[config.mk]
export PLATFORM = sky130hd
export DESIGN_NAME = mdio_mgr
export DESIGN_NICKNAME = d
export VERILOG_FILES = /design/src/rtl/mdio_mgr_pkg.sv /design/src/rtl/mdc_tick_gen.sv /design/src/rtl/mdio_frame_engine.sv /design/src/rtl/mdio_mgr.sv
export SDC_FILE = /design/constraint.sdc
export NUM_CORES = 1
export LEC_CHECK = 0
export ABC_AREA = 1
export BUFFER_PORTS_ARGS = -buffer_cell sky130_fd_sc_hd__buf_4
export CAP_MARGIN = 40
export CORE_UTILIZATION = 30
export DETAILED_ROUTE_END_ITERATION = 6
export PLACE_DENSITY = 0.54
export SLEW_MARGIN = 20
export SYNTH_ARGS = -nofsm -noshare
export SYNTH_HDL_FRONTEND = slang
export SYNTH_SLANG_ARGS = --single-unit
[constraint.sdc]
create_clock -name clk -period 1.9 [get_ports clk]
set_input_delay 0.285 -clock clk [delete_from_list [all_inputs] [get_ports clk]]
set_output_delay 0.285 -clock clk [all_outputs]
set_load 0.005 [all_outputs]
[src/rtl/mdio_mgr_pkg.sv]
package mdio_mgr_pkg;

  typedef enum logic [1:0] {
    ST_IDLE  = 2'd0,
    ST_SHIFT = 2'd1,
    ST_TAIL  = 2'd2
  } eng_state_t;

  localparam int FRAME_BITS = 32;
  localparam int PRE_BITS   = 32;
  localparam int RD_OP_BIT  = 29;

  // Number of serial bits sent for one frame-register write.
  function automatic logic [6:0] seq_len(input logic pre_on);
    return pre_on ? 7'(FRAME_BITS + PRE_BITS) : 7'(FRAME_BITS);
  endfunction

  // Output-enable for the bit whose remaining count (current included) is left.
  function automatic logic drive_pin(input logic rd, input logic [6:0] left);
    return !(rd && (left <= 7'd17));
  endfunction

  // Rising edge of this bit captures returned data.
  function automatic logic capture_bit(input logic rd, input logic [6:0] left);
    return rd && (left <= 7'd16);
  endfunction

endpackage

[src/rtl/mdc_tick_gen.sv]
module mdc_tick_gen #(
  parameter int DIV_W = 7
) (
  input  logic             clk,
  input  logic             rst_n,
  input  logic             run,
  input  logic [DIV_W-1:0] div,
  output logic             tick
);
  logic [DIV_W-1:0] cnt;

  assign tick = run && (cnt == div);

  always_ff @(posedge clk or negedge rst_n) begin
    if (!rst_n)      cnt <= '0;
    else if (!run)   cnt <= '0;
    else if (tick)   cnt <= '0;
    else             cnt <= cnt + 1'b1;
  end
endmodule

[src/rtl/mdio_frame_engine.sv]
module mdio_frame_engine
  import mdio_mgr_pkg::*;
(
  input  logic        clk,
  input  logic        rst_n,
  input  logic        start,
  input  logic [31:0] word,
  input  logic        pre_on,
  input  logic        tick,
  input  logic        mdio_in,
  output logic        mdc,
  output logic        mdio_out,
  output logic        mdio_oe,
  output logic        busy,
  output logic        fin,
  output logic        is_rd,
  output logic [15:0] cap
);
  eng_state_t  state;
  logic [63:0] sreg;
  logic [6:0]  left;
  logic        tail_half;

  assign busy     = (state != ST_IDLE);
  assign fin      = (state == ST_TAIL) && tick && tail_half;
  assign mdio_out = (state == ST_SHIFT) && sreg[63];
  assign mdio_oe  = (state == ST_SHIFT) && drive_pin(is_rd, left);

  always_ff @(posedge clk or negedge rst_n) begin
    if (!rst_n) begin
      state     <= ST_IDLE;
      sreg      <= '0;
      left      <= '0;
      mdc       <= 1'b0;
      is_rd     <= 1'b0;
      cap       <= '0;
      tail_half <= 1'b0;
    end else begin
      case (state)
        ST_IDLE: begin
          if (start) begin
            sreg  <= pre_on ? {32'hFFFF_FFFF, word} : {word, 32'h0};
            left  <= seq_len(pre_on);
            is_rd <= word[RD_OP_BIT];
            mdc   <= 1'b0;
            state <= ST_SHIFT;
          end
        end
        ST_SHIFT: begin
          if (tick) begin
            if (!mdc) begin
              mdc <= 1'b1;
              if (capture_bit(is_rd, left)) cap <= {cap[14:0], mdio_in};
            end else begin
              mdc <= 1'b0;
              if (left == 7'd1) begin
                state     <= ST_TAIL;
                tail_half <= 1'b0;
              end else begin
                left <= left - 7'd1;
                sreg <= {sreg[62:0], 1'b0};
              end
            end
          end
        end
        ST_TAIL: begin
          if (tick) begin
            if (tail_half) state <= ST_IDLE;
            else           tail_half <= 1'b1;
          end
        end
        default: state <= ST_IDLE;
      endcase
    end
  end
endmodule

[src/rtl/mdio_mgr.sv]
module mdio_mgr #(
  parameter int          ADDR_W   = 12,
  parameter int          DIV_W    = 7,
  parameter logic [11:0] SETUP_OFS = 12'h128,
  parameter logic [11:0] FRAME_OFS = 12'h12C
) (
  input  logic              clk,
  input  logic              rst_n,
  input  logic              reg_wr,
  input  logic              reg_rd,
  input  logic [ADDR_W-1:0] reg_addr,
  input  logic [31:0]       reg_wdata,
  output logic [31:0]       reg_rdata,
  output logic              mdc,
  output logic              mdio_out,
  output logic              mdio_oe,
  input  logic              mdio_in
);
  localparam int SETUP_W = DIV_W + 1;

  logic [SETUP_W-1:0] setup_q;
  logic               done_q;
  logic [31:0]        frame_q;
  logic               busy, fin, tick, is_rd, start;
  logic [15:0]        cap;
  logic               hit_setup, hit_frame, engine_on;

  assign hit_setup = (reg_addr == ADDR_W'(SETUP_OFS));
  assign hit_frame = (reg_addr == ADDR_W'(FRAME_OFS));
  assign engine_on = (setup_q != '0);
  assign start     = reg_wr && hit_frame && engine_on && !busy;

  always_ff @(posedge clk or negedge rst_n) begin
    if (!rst_n) begin
      setup_q <= '0;
      done_q  <= 1'b0;
      frame_q <= '0;
    end else begin
      if (reg_wr && hit_setup) setup_q <= reg_wdata[SETUP_W-1:0];
      if (start) begin
        frame_q <= reg_wdata;
        done_q  <= 1'b0;
      end else if (fin) begin
        done_q <= 1'b1;
        if (is_rd) frame_q[15:0] <= cap;
      end
    end
  end

  always_comb begin
    reg_rdata = '0;
    if (reg_rd) begin
      if (hit_setup)      reg_rdata = 32'({done_q, setup_q});
      else if (hit_frame) reg_rdata = frame_q;
    end
  end

  mdc_tick_gen #(.DIV_W(DIV_W)) i_tick (
    .clk (clk),
    .rst_n(rst_n),
    .run (busy),
    .div (setup_q[DIV_W-1:0]),
    .tick(tick)
  );

  mdio_frame_engine i_eng (
    .clk     (clk),
    .rst_n   (rst_n),
    .start   (start),
    .word    (reg_wdata),
    .pre_on  (setup_q[SETUP_W-1]),
    .tick    (tick),
    .mdio_in (mdio_in),
    .mdc     (mdc),
    .mdio_out(mdio_out),
    .mdio_oe (mdio_oe),
    .busy    (busy),
    .fin     (fin),
    .is_rd   (is_rd),
    .cap     (cap)
  );
endmodule

# Word level (Yosys, flattened, before mapping)
# Index checks and enable logic that the tools add are counted.
# classes
n_addsub	2
order_cmp	2
eq_ne	13
n_mux	38
bitwise_logic	1
n_reduce_logical	27
# op_table
op	count
$mux W64	5
$pmux W64 S2	1
$mux W32	3
$mux W7	7
$mux W16	3
$eq A12 B9 Y1 const B	2
$le A7 B5 Y1 const B	2
$pmux W7 S2	1
$mux W2	6
$logic_and A1 B1 Y1	11
$ne A2 B1 Y1 const B	5
$reduce_and A5 Y1	2
$reduce_bool A2 Y1	5
$mux W1	9
$reduce_bool A8 Y1	1
$add A7 B1 Y7 const B	1
$eq A7 B1 Y1 const B	1
$eq A7 B7 Y1	1
$sub A7 B1 Y7 const B	1
$pmux W2 S3	1
$reduce_and A6 Y1	1
$ne A2 B2 Y1 const B	2
$pmux W1 S2	2
$reduce_and A2 Y1	2
other kinds (7)	8
# totals
register_bits	140
in_bits	49
output_inout_bits	35
elab_cells	95

# Longest topological paths before layout
# depth
word_depth	6
depth_mapped	13
ltp_nobuf	12

# Cells and area by module
# From an unflattened synthesis, not the netlist that was laid out.
# hier_totals
cells_unflattened	1022
area_unflattened_um2	7547.2
# by_module_without_submodules
module	instances	cells_each	area_per_inst_um2	seq_area_each_um2
mdio_frame_engine	1	608	4742.0	2302.2
mdio_mgr	1	347	2348.5	1026.0
mdc_tick_gen	1	67	456.7	175.2

# Worst setup path after synthesis
# OpenSTA, ideal clock, no wires.
# synth_timing
path_kind	reg2reg
start	register i_eng.state[1]
end	register i_eng.sreg[61]
setup_time_ps	123
t_arrival_ps	1464
required_time_ps	1777
setup_slack_ps	312
path_stages_with_launch	11
path_buffers	2
period_less_slack_ps	1588
cell_sequence	dfrtp_1 -> nor2_2 -> nand2_1 -> nor2_2 -> nand2_4 -> nand2_4 -> nand2_4 -> buf_6 -> buf_6 -> nand2_1 -> o21ai_1
# synth_between
elab_chain_cells	5
word_cells_on_any_way	13
classes_between	5 x eq/ne; 1 x mux; 7 x reduce/logical
# synth_rtl
element	line_no	source
from (decl)	mdio_frame_engine.sv:19	eng_state_t state;
from (signal assigned)	mdio_frame_engine.sv:31	state <= ST_IDLE;
from (signal assigned)	mdio_frame_engine.sv:46	state <= ST_SHIFT;
from (signal assigned)	mdio_frame_engine.sv:57	state <= ST_TAIL;
$reduce_bool A2 Y1	mdio_frame_engine.sv:24	assign busy = (state != ST_IDLE);
$logic_not A1 Y1	-	
$logic_and A1 B1 Y1	mdio_mgr.sv:31	assign start = reg_wr && hit_frame && engine_on && !busy;
$ne A2 B1 Y1 (no source line)	-	
$reduce_and A5 Y1 (no source line)	-	
to (signal assigned)	mdio_frame_engine.sv:42	sreg <= pre_on ? {32'hFFFF_FFFF, word} : {word, 32'h0};
to (signal assigned)	mdio_frame_engine.sv:61	sreg <= {sreg[62:0], 1'b0};
to (decl)	mdio_frame_engine.sv:20	logic [63:0] sreg;
# Several ways; a longest one is shown, not always the timed one.
# A chain may end at the register's enable or synchronous reset.

# Worst setup path after layout
# layout_timing
start	register i_eng.left[3]
end	output port mdio_oe
# layout_between
elab_chain_cells	4
# layout_rtl
element	line_no	source
from (decl)	mdio_frame_engine.sv:21	logic [6:0] left;
from (signal assigned)	mdio_frame_engine.sv:43	left <= seq_len(pre_on);
from (signal assigned)	mdio_frame_engine.sv:60	left <= left - 7'd1;
$le A7 B5 Y1	mdio_mgr_pkg.sv:20	return !(rd && (left <= 7'd17));
$logic_and A1 B1 Y1	mdio_mgr_pkg.sv:20	
$logic_not A1 Y1	mdio_mgr_pkg.sv:20	
$logic_and A1 B1 Y1	mdio_frame_engine.sv:27	assign mdio_oe = (state == ST_SHIFT) && drive_pin(is_rd, left);
to (decl)	mdio_mgr.sv:16	output logic mdio_oe,
# No other way between the ends.

==> results.md <==
* Status: finished, final reports clean
* Horiz. Die Dim at 156.5 µm
* Crit path kind: reg -> out
* Global Route Usage Sum at 16.53%
* RR Startpoint: i_eng.left[3]$_DFFE_PN0P_
* Final setup fails at 0
* Hold path startpoint: mdio_in
* Final Cycle Share at a little over nine tenths
* Post-Synth Adder-Cell Area at 0.6989%
* Core outline area at roughly 23000 µm²
* Max cap viols at 0
* Worst R2R Path Depth at 9
* Ratio of cells with drive above 1 in the final layout at about a fifth
* Area growth from synthesis to layout at 26.23%
* Die ar. at roughly 24000 µm²
* First-pass GRT wire length at around 31 mm
* Fillers at about 2400
* GP Congestion at between 0.7 and 0.8
* Starting Density at 30.51%
* Worst Path Required at 1.62 ns
* Final nets at about 1100
* Clk pin slew, worst setup/hold paths at 0.06 ns
* Worst-path maximum fanout at 4
* Clk Latency, worst-skew pair at about 0.42 ns
* PwrDens at approximately 900 nW/µm²
* Router iterations before antenna repair at 5
* Inserted Clock Buffers at 17
* Clock Skew at roughly 0.0091 ns
* Initial DRC count at 393
* Commonest non-fill, non-tap cell in the layout: nand2_1
* Yosys warns at 0
* Post-Syn Area per Cell at about 7.8 µm²
* Clk sinks at 140
* Mux cell area share after synthesis at 0%
* Final setup TNS at 0 ns
* CP startpoint kind: flip-flop
* Mapped Area at 7161 µm²
* Largest family of logic cells by synthesized area: simple AND/OR/NAND/NOR gates
* Cell count after synthesis at 921
* Endpoints failing hold at 0
* Sequential area share after synthesis at 48.93%
* Slew Limit Fails at 0
* Maximum vdd drop at between 400 and 500 µV
* H-Tree Depth at 4
* Post-synth top area cell: dfrtp_1
* Largest cells by area after synthesis: dfrtp_1, nand2_1, o21ai_0
* Port Buffers at between 80 and 90
* RSZ-0062 raised after global routing: true
* Hold WC Path Type: in -> reg
* I/O Pins at 84
* Post-route ant nets at 0
* F_max at roughly 0.54 GHz
* # rows at 56
* WP data arrival at approximately 1.6 ns
* Largest net degree at the start of global routing at 88
* Post-Synth XOR/XNOR Area at 1.223%
* Pre-CTS setup slack at between 0.06 and 0.07 ns
* Simple-gate share of the synthesized area at between 20% and 30%
* Fin crit period at between 1.5 and 2 ns
* Final wirelength at 19.49 mm
* N_diodes at 0
* Vias per std cell at 4.684
* Worst-margin pin slew at 0.5078 ns
* Grt ovf at 0
* Share of the synthesized area in the top cell type at 48.93%
* Longest Clk Path Bufs at 2
* Library cells used by synthesis at 33
* Most frequent cells in the layout: nand2_1, dfrtp_1, o21ai_0
* Final Non-Filler Cells at between 1000 and 1500
* Vias in the first global route at 5800
* Worst Hold Path EP: i_eng.cap[0]$_DFFE_PN0P_
* Final core utilization at 38.51%
* DRC at 0
* R2R setup slack at roughly 0.14 ns
* Clock root cell: clkbuf_16
* Vias at roughly 6300
* Lkg Pwr at roughly 0.0045 µW
* Worst relative slew slack at around two thirds
* CTS tree: yes
* Die boundary height at around 160 µm
* Complex-gate fraction of the synthesized area at a little under an eighth
* Final setup margin at 0.04079 ns
* Flops & latches, synth at 140
* Antenna violations before repair at 0
* Post-Syn Nets at around 970
* Post-DP HPWL at around 13 mm
* Post-DR wirelength/cell at 14.53 µm
* Worst hold stages at 3
* CP endpoint kind: primary output
* Reg2reg end: i_eng.sreg[58]$_DFFE_PN0P_
* Placed cells at roughly 1300
[metrics by stage]
step / total power (µW) / hold WS, ns / instance area (µm²)
finish: 8214 / 0.1291 / 9039
global route: 8618 / 0.1267 / 9039
CTS: 8258 / 0.1079 / 8972
detailed placement: 4575 / 0.2152 / 8274
global placement: 4553 / 0.2160 / 8274
floorplan: 4180 / -0.01059 / 7161
[worst max-delay path by stage]
stage / from / end / depth (start not counted)
2_1_floorplan: i_eng.state[1]$_DFFE_PN0P_ / i_eng.sreg[61]$_DFFE_PN0P_ / 10
3_3_place_gp: reg_addr[1] / reg_rdata[29] / 9
3_5_place_dp: reg_addr[1] / reg_rdata[29] / 9
4_1_cts: i_eng.left[2]$_DFFE_PN0P_ / mdio_oe / 6
5_1_grt: i_eng.left[3]$_DFFE_PN0P_ / mdio_oe / 6
6_report: i_eng.left[3]$_DFFE_PN0P_ / mdio_oe / 6
[state kept, by name, indices dropped and copies added (netlist names)]
register         flops
i_eng.left           7
i_eng.tail_half      1
i_eng.cap           16
i_tick.cnt           7
i_eng.is_rd          1
setup_q              8
i_eng.sreg          64
frame_q             32
i_eng.mdc            1
done_q               1
i_eng.state          2
[metal layers]
metal | GRT usage [%] | vias to the layer above | wire length (µm)
li1 | - | 3186 | -
met1 | 23.13 | 2942 | 9528
met2 | 25.81 | 140 | 8898
met3 | 3.572 | 13 | 917
met4 | 4.108 | 0 | 145
met5 | 0 | - | 0
[worst max-delay path: stages (launching register included)]
cell and delay (ns):
dfrtp_1 0.39, nor2_2 0.15, buf_6 0.14, inv_4 0.03, o21ai_2 0.14, a41oi_2 0.14
buf_4 0.17
[power by group]
group / leakage, µW / internal, µW / switching, µW / total, µW
clock network: 0.000299 / 2300 / 1280 / 3580
logic: 0.00235 / 460 / 609 / 1070
registers: 0.00189 / 3360 / 207 / 3570
total: 0.00454 / 6120 / 2090 / 8210
[synthesized netlist by cell type, drive strengths merged]
master,instances
nor3,1
xor2,5
a41oi,1
o2111ai,1
nand4,6
nand2,297
clkbuf,30
inv,65
buf,27
ha,4
nand3,121
nor3b,23
a31oi,1
nor2,31
nand3b,1
o21ai,155
a21oi,5
or2,1
dfrtp,140
xnor2,5
clkinv,1
[cells by family after synthesis]
family / count (synthesis)
buffers and inverters: 123
and+or+nand+nor: 481
adders and majority gates: 4
xor gates and xnor gates: 10
DFF: 140
AOI/OAI and AO/OA: 163
[layout make-up]
class	instances	area [µm²]	share of cell area (%)
clock buffers	22	474.2	5.246
clock inverters	9	160.2	1.772
repair buffers	127	1080	11.95
well taps	319	399.1	4.416
flip-flops and latches	140	3503	38.76
inverters	66	252.7	2.796
multi-input cells	658	3169	35.06
[repair_timing]
action                                 in CTS  in global routing
endpoints found under the hold margin      32                  0
setup endpoints to repair                   2                 74
setup buffers                               4                  1
cloned                                      0                  1
pin swaps                                   3                  5
gates resized for setup                     8                 11
hold buffers                                1                  0
Note: power is estimated with default switching activity, not from simulation.
